===== src/rtl/tmr_pkg.sv =====
package tmr_pkg;
  // Default geometry of the interval word and the prescaler
  localparam int unsigned DEF_WORD_W  = 36;
  localparam int unsigned DEF_PRESC_W = 12;
endpackage


===== src/rtl/tmr_interval_regs.sv =====
module tmr_interval_regs #(
  parameter int unsigned WORD_W  = tmr_pkg::DEF_WORD_W,
  parameter int unsigned PRESC_W = tmr_pkg::DEF_PRESC_W,
  localparam int unsigned PER_W  = WORD_W - PRESC_W
) (
  input  logic              clk,
  input  logic              rst_n,
  input  logic              wr_en,
  input  logic [WORD_W-1:0] wr_data,
  output logic [WORD_W-1:0] word_q,
  output logic [PER_W-1:0]  rounded,
  output logic [PER_W-1:0]  pending_q
);
  // Whole prescaler units, plus one unit if any sub-unit bit is set.
  // The top (sign) bit is excluded from the count.
  function automatic logic [PER_W-1:0] round_units(input logic [WORD_W-1:0] w);
    logic [PER_W-1:0] whole;
    logic             frac;
    whole = {1'b0, w[WORD_W-2:PRESC_W]};
    frac  = |w[PRESC_W-1:0];
    return whole + {{(PER_W-1){1'b0}}, frac};
  endfunction

  assign rounded = round_units(wr_data);

  always_ff @(posedge clk) begin
    if (!rst_n) begin
      word_q    <= '0;
      pending_q <= '0;
    end else if (wr_en) begin
      word_q    <= {1'b0, wr_data[WORD_W-2:0]};
      pending_q <= rounded;
    end
  end
endmodule


===== src/rtl/tmr_period_counter.sv =====
module tmr_period_counter #(
  parameter int unsigned PER_W = 24
) (
  input  logic             clk,
  input  logic             rst_n,
  input  logic             ovf_strobe,
  input  logic             wr_en,
  input  logic [PER_W-1:0] rounded,
  input  logic [PER_W-1:0] pending_q,
  output logic [PER_W-1:0] active_q,
  output logic [PER_W-1:0] count_q,
  output logic             expire,
  output logic             idle
);
  logic [PER_W-1:0] count_nx;
  logic [PER_W-1:0] next_period;

  assign idle        = (active_q == '0);
  assign count_nx    = count_q + {{(PER_W-1){1'b0}}, 1'b1};
  assign expire      = ovf_strobe && !idle && (count_nx == active_q);
  // A write in the expiry cycle is not lost: it becomes the next period.
  assign next_period = wr_en ? rounded : pending_q;

  always_ff @(posedge clk) begin
    if (!rst_n) begin
      active_q <= '0;
      count_q  <= '0;
    end else if (idle) begin
      count_q <= '0;
      if (wr_en) active_q <= rounded;
    end else if (expire) begin
      count_q  <= '0;
      active_q <= next_period;
    end else if (ovf_strobe) begin
      count_q <= count_nx;
    end
  end
endmodule


===== src/rtl/tmr_done_latch.sv =====
module tmr_done_latch (
  input  logic clk,
  input  logic rst_n,
  input  logic set_evt,
  input  logic clr_evt,
  output logic flag_q
);
  // Setting wins over clearing so that no expiry is lost.
  always_ff @(posedge clk) begin
    if (!rst_n)       flag_q <= 1'b0;
    else if (set_evt) flag_q <= 1'b1;
    else if (clr_evt) flag_q <= 1'b0;
  end
endmodule


===== src/rtl/tick_interval_timer.sv =====
module tick_interval_timer #(
  parameter int unsigned WORD_W  = tmr_pkg::DEF_WORD_W,
  parameter int unsigned PRESC_W = tmr_pkg::DEF_PRESC_W,
  localparam int unsigned PER_W  = WORD_W - PRESC_W
) (
  input  logic              clk,
  input  logic              rst_n,
  input  logic              wr_en,
  input  logic [WORD_W-1:0] wr_data,
  output logic [WORD_W-1:0] rd_data,
  input  logic              ovf_strobe,
  input  logic              flag_clr,
  output logic              done_flag
);
  // Internal events brought out as named wires for the checker
  logic [PER_W-1:0] rounded;
  logic [PER_W-1:0] pending_q;
  logic [PER_W-1:0] active_q;
  logic [PER_W-1:0] count_q;
  logic             expire_evt;
  logic             idle;

  tmr_interval_regs #(.WORD_W(WORD_W), .PRESC_W(PRESC_W)) u_regs (
    .clk(clk), .rst_n(rst_n), .wr_en(wr_en), .wr_data(wr_data),
    .word_q(rd_data), .rounded(rounded), .pending_q(pending_q)
  );

  tmr_period_counter #(.PER_W(PER_W)) u_cnt (
    .clk(clk), .rst_n(rst_n), .ovf_strobe(ovf_strobe), .wr_en(wr_en),
    .rounded(rounded), .pending_q(pending_q), .active_q(active_q),
    .count_q(count_q), .expire(expire_evt), .idle(idle)
  );

  tmr_done_latch u_done (
    .clk(clk), .rst_n(rst_n), .set_evt(expire_evt), .clr_evt(flag_clr),
    .flag_q(done_flag)
  );
endmodule


===== config.mk =====
export PLATFORM = sky130hd
export DESIGN_NAME = tick_interval_timer
export DESIGN_NICKNAME = d
export VERILOG_FILES = /design/src/rtl/tmr_pkg.sv /design/src/rtl/tmr_interval_regs.sv /design/src/rtl/tmr_period_counter.sv /design/src/rtl/tmr_done_latch.sv /design/src/rtl/tick_interval_timer.sv
export SDC_FILE = /design/constraint.sdc
export NUM_CORES = 1
export LEC_CHECK = 0
export BUFFER_PORTS_ARGS = -buffer_cell sky130_fd_sc_hd__buf_2
export CAP_MARGIN = 20
export CORE_MARGIN = 2
export CORE_UTILIZATION = 45
export CTS_CLUSTER_SIZE = 12
export DETAILED_ROUTE_END_ITERATION = 10
export GPL_ROUTABILITY_DRIVEN = 0
export GPL_TIMING_DRIVEN = 0
export SYNTH_ARGS = -nofsm -noshare
export SYNTH_HDL_FRONTEND = slang
export SYNTH_HIERARCHICAL = 1
export SYNTH_SLANG_ARGS = --single-unit

===== constraint.sdc =====
create_clock -name clk -period 7.7 [get_ports clk]
set_input_delay 0.77 -clock clk [delete_from_list [all_inputs] [get_ports clk]]
set_output_delay 0.77 -clock clk [all_outputs]
set_load 0.02 [all_outputs]

---- Word-level counts from Yosys, hierarchy flattened ----
Cells that the tools add are included.
word-level totals
  register bits after elaboration ......... 108
  bits in latches ......................... 0
  memory bits (writable) .................. 0
  ROM bits ................................ 0
  input port bits ......................... 41
  output and inout port bits .............. 37
  word-level logic and storage cells ...... 25
  memories kept ........................... 0
cells by class
  add/sub/neg operators ................... 2
  $mul .................................... 0
  div/mod/pow operators ................... 0
  magnitude comparators ................... 0
  equal/unequal tests ..................... 2
  shift operators ......................... 0
  mux-type cells .......................... 6
  bitwise logic cells ..................... 1
  reduce and logical (&&, ||, !) cells .... 9
operators with widths
  kind                                            number
  2-to-1 mux 24 bit                               4
  adder 23 x 1 -> 24 bit                          1
  adder 24 x 1 -> 24 bit (second input constant)  1
  == test 24 bit                                  1
  zero test 24 bit                                1
  OR reduction 12 bit                             1
  nonzero test 2 bit                              2
  OR reduction 3 bit                              1
  logical AND 1 bit                               2
  2-to-1 mux 1 bit                                2
  != test 2 bit (second input constant)           1
  AND reduction 2 bit                             1
  zero test 1 bit                                 1
  inverter 1 bit                                  1

---- Longest topological paths before layout ----
  depth in word-level cells ............... 6
  depth in mapped cells ................... 12
  gate-level depth less buffers ........... 10

---- Cells and area by module ----
Netlist, hierarchy kept.
by module, submodules not included
  module              instances  cells an instance  area each (sq um)  seq. area each (sq um)
  tmr_period_counter  1          372                3400.8             960.9
  tmr_interval_regs   1          285                2637.5             1181.1
  tmr_done_latch      1          3                  41.3               20.0

---- Least setup slack after synthesis ----
No wires, ideal clock.
  path kind ............................... register to register
  start ................................... reg u_cnt.count_q[0]
  end ..................................... reg u_cnt.count_q[0]
  setup time .............................. 0.115 ns
  arrival time ............................ 2.696 ns
  data required time ...................... 7.585 ns
  slack ................................... 4.889 ns
  stages on the path, launching flop included .. 11
  buffers on the path ..................... 2
  clock period less this slack ............ 2.811 ns
  path through ............................ dfxtp_1 -> ha_1 -> and3_1 -> clkbuf_1 -> and4_1 -> o22ai_1 -> a2111o_1 -> nor4_4 -> a31oi_1 -> buf_2 -> and2_1
on the way
  cells in the longest elaborated chain, start to end .. 4
ends and longest elaborated chain
  item                          RTL line                  text
  from (decl)                   tmr_period_counter.sv:11  output logic [PER_W-1:0] count_q,
  from (signal assigned)        tmr_period_counter.sv:35  count_q <= count_nx;
  adder 24 x 1 -> 24 bit (*)    tmr_period_counter.sv:19  assign count_nx = count_q + {{(PER_W-1){1'b0}}, 1'b1};
  == test 24 bit                tmr_period_counter.sv:20  assign expire = ovf_strobe && !idle && (count_nx == active_q);
  logical AND 1 bit             tmr_period_counter.sv:20
  OR reduction 3 bit (no line)  --
Every way passes the cells marked *; elsewhere a longest branch is shown, timed or not.
A chain may end at the register's enable or synchronous reset.

---- Final worst setup path ----
Same ends and word-level chain as after synthesis.

==> metrics.md <==
| Metric | Value |
|---|---|
| Initial Util | `between 40% and 50%` |
| Synth top area share | `between 30% and 40%` |
| Number of synthesis warnings | `6` |
| Worst ir drop on vdd | `between 0.15 and 0.2 mV` |
| Critical path endpoint category | `register` |
| Period utilization | `a little under half` |
| Grt total ovfl | `0` |
| Remaining antenna violation count | `0` |
| Postcts setup bufs | `0` |
| Worst-path cell chain | `ha_1 > and3_1 > clkbuf_1 > and4_1 > o22ai_1 > a2111o_1 > nor4_4 > a31oi_1 > buf_2 > and2_1` |
| Final Hold Vio Count | `0` |
| CP peak stage delay | `roughly 530 ps` |
| Fill cell count | `roughly 1.3k` |
| # IOs | `roughly 80` |
| Post-synthesis cell area | `between 6000 and 7000 um^2` |
| EDFF count, synth | `0` |
| # nets final | `around 800` |
| # port buffers | `74` |
| RSZ-0062 raised after global routing | `false` |
| Post-synth ARST share | `0%` |
| Final wirelength | `~16000 um` |
| Syn_nets | `between 700 and 800` |
| Area of the multi-input gates | `~3600 um^2` |
| Worst min path class | `register to register` |
| Starting DRT DRC Count | `around 320` |
| Slowest-stage cell, CP | `nor4_4` |
| Crit Path Max Fanout | `10` |
| First-pass GRT wire length | `~26000 um` |
| Antenna diodes | `0` |
| Syn Area/Cell | `9.21 um^2` |
| Core area | `around 13000 um^2` |
| Clk_lat worst skew | `~360 ps` |
| Critical path data required time | `approximately 8000 ps` |
| Total Routing Usage GR | `approximately 23%` |
| Remaining DRCs | `0` |
| Vias in the first global route | `just over 5k` |
| Slew Limit Headroom | `a little under half` |
| Slew Viols, Final | `0` |
| Highest clock rate | `about 280 MHz` |
| DRT Pass-1 Iters | `5` |
| Largest area contributor in the synthesized netlist | `dfxtp_1` |
| Num Clock Sinks | `108` |
| Layout Skew | `between 6 and 7 ps` |
| # hold bufs at CTS | `0` |
| PwrDens | `between 200 and 250 nW/um^2` |
| CTS tree | `done` |
| CTS max path bufs | `2` |
| DIE WIDTH | `120 um` |
| Area contributors post-synth | `dfxtp_1, mux2i_1, xnor2_1` |
| Min cycle time layout | `around 3600 ps` |
| Post-synthesis cell count | `660` |
| CP arrival | `slightly below 4000 ps` |
| Cell with the most instances after synthesis | `dfxtp_1` |
| Cell variety after synth | `67` |
| Critical path buffer and inverter count | `2` |
| Number of CTS-inserted buffers | `9` |
| Placed Instances | `910` |
| Area Growth Syn to Fin | `14.6%` |
| DP Area | `about 6700 um^2` |
| Final non-filler cell total | `roughly 930` |
| Startpoint Class | `register` |
| Static leakage | `between 2 and 3 nW` |
| Layout cell share with drive strength beyond 1 | `20.4%` |
| H-tree depth | `3` |
| Die area | `~14000 um^2` |
| CP top delay family | `simple AND/OR/NAND/NOR gates` |
| CTS Root Cell | `clkbuf_16` |
| Commonest cells post-synth | `dfxtp_1, mux2i_1, nor2_1, xnor2_1, nand2_1` |
| Clock transition at the registers of the reported paths | `about 70 ps` |
| Final setup viols | `0` |
| #FFs+latches synth | `between 100 and 150` |
| Largest net degree at the start of global routing | `19` |
| Max Cap Viol | `0` |
| Fin Setup TNS | `0 ps` |
| Placement row count | `42` |
| Least-Margin Pin Slew | `between 700 and 800 ps` |
| Cts repair resizes | `0` |
| Routed via count | `around 5.3k` |
| Sequential fraction of the synthesis area | `35.6%` |
| Reg area | `approximately 2200 um^2` |
| Routed length per placed instance | `between 15 and 20 um` |
| Die height | `between 100 and 150 um` |
| Initial antenna violation count | `0` |
| Post-detail-place hpwl | `about 12000 um` |
| Status | `finished clean` |
| Crit path kind | `register to register` |
| Mean number of vias per cell | `between 5 and 6` |
| Design area | `about 7000 um^2` |
| Synth Flop Type | `dfxtp_1` |
==> cell usage in the layout, fill, tap and decap left out, drive strengths merged, types with 25 or more instances in the layout <==
cell type,n
nand2,34
o21ai,26
dfxtp,108
nor2,55
xnor2,36
a211oi,25
a311oi,25
clkbuf,37
mux2i,62
xor2,25
buf,97
==> final timing paths <==
kind                                        from                             end  slack [ps]  depth (start not counted)
setup / recovery   u_cnt/count_q[0]$_SDFFE_PP0P_   u_cnt/count_q[0]$_SDFFE_PP0P_        4080                         10
hold / removal    u_regs/word_q[34]$_SDFFE_PN0P_  u_regs/word_q[34]$_SDFFE_PN0P_         470                          2
setup reg to reg   u_cnt/count_q[0]$_SDFFE_PP0P_   u_cnt/count_q[0]$_SDFFE_PP0P_        4080                         10
hold reg to reg   u_regs/word_q[34]$_SDFFE_PN0P_  u_regs/word_q[34]$_SDFFE_PN0P_         470                          2
==> worst register-to-register path, stage by stage (launching register included) <==
cell and delay [ps]:
dfxtp_1 470, ha_1 320, and3_1 180, clkbuf_1 350, and4_1 270, o22ai_1 70
a2111o_1 460, nor4_4 530, a31oi_1 420, buf_2 310, and2_1 150
==> through the flow <==
| step | hold WS, ps | util (%) | setup WS, ps | total power [mW] |
|---|---|---|---|---|
| 2_1_floorplan | 440 | - | 4890 | 1.03 |
| 5_1_grt | 489 | 52.6 | 3840 | 1.71 |
| 3_5_place_dp | 452 | 50.4 | 4090 | 1.16 |
| 6_report | 468 | 52.6 | 4080 | 1.63 |
| 3_3_place_gp | 448 | 50.4 | 4140 | 1.15 |
| 4_1_cts | 464 | 52.6 | 4060 | 1.64 |
==> per-layer routing <==
| metal | vias up | track usage, % | part of all wire, % |
|---|---|---|---|
| li1 | 2608 | - | - |
| met1 | 2508 | 29.4 | 46 |
| met2 | 127 | 37.9 | 47 |
| met3 | 21 | 5.42 | 4.7 |
| met4 | 0 | 7.12 | 2.0 |
| met5 | - | 0 | 0 |
==> state kept, by name, summed over array words and instances (netlist names) <==
register,flops
u_regs/word_q,35
u_cnt/active_q,24
u_cnt/count_q,24
u_regs/pending_q,24
u_done/flag_q,1
==> power by group <==
group | internal, mW | switching (mW)
combinational | 0.208 | 0.300
clock | 0.256 | 0.219
sequential | 0.603 | 0.0390
total | 1.07 | 0.559
==> cell families (layout without fill, tap and decap cells) <==
logic type	Yosys count	in the layout	share of synthesized area [%]
AND/OR/NAND/NOR	235	235	22.1
buffers and inverters	60	150	4.77
XOR/XNOR	62	62	9.16
multiplexers	62	62	10.2
AO/OA/AOI/OAI	128	128	17.3
flip-flops	108	108	35.6
adder cells (fa/ha/maj)	4	4	0.823
other	1	1	0.0617
==> area by class of cell <==
class	instances	area share [%]
Multi-Input combinational cell	492	52.0
Sequential cell	108	31.0
Timing Repair Buffer	74	5.31
Buffer	50	3.63
Clock buffer	10	3.29
Tap cell	176	3.16
Clock inverter	6	1.01
Inverter	10	0.539
No activity file was read; power rests on OpenSTA's default activity.
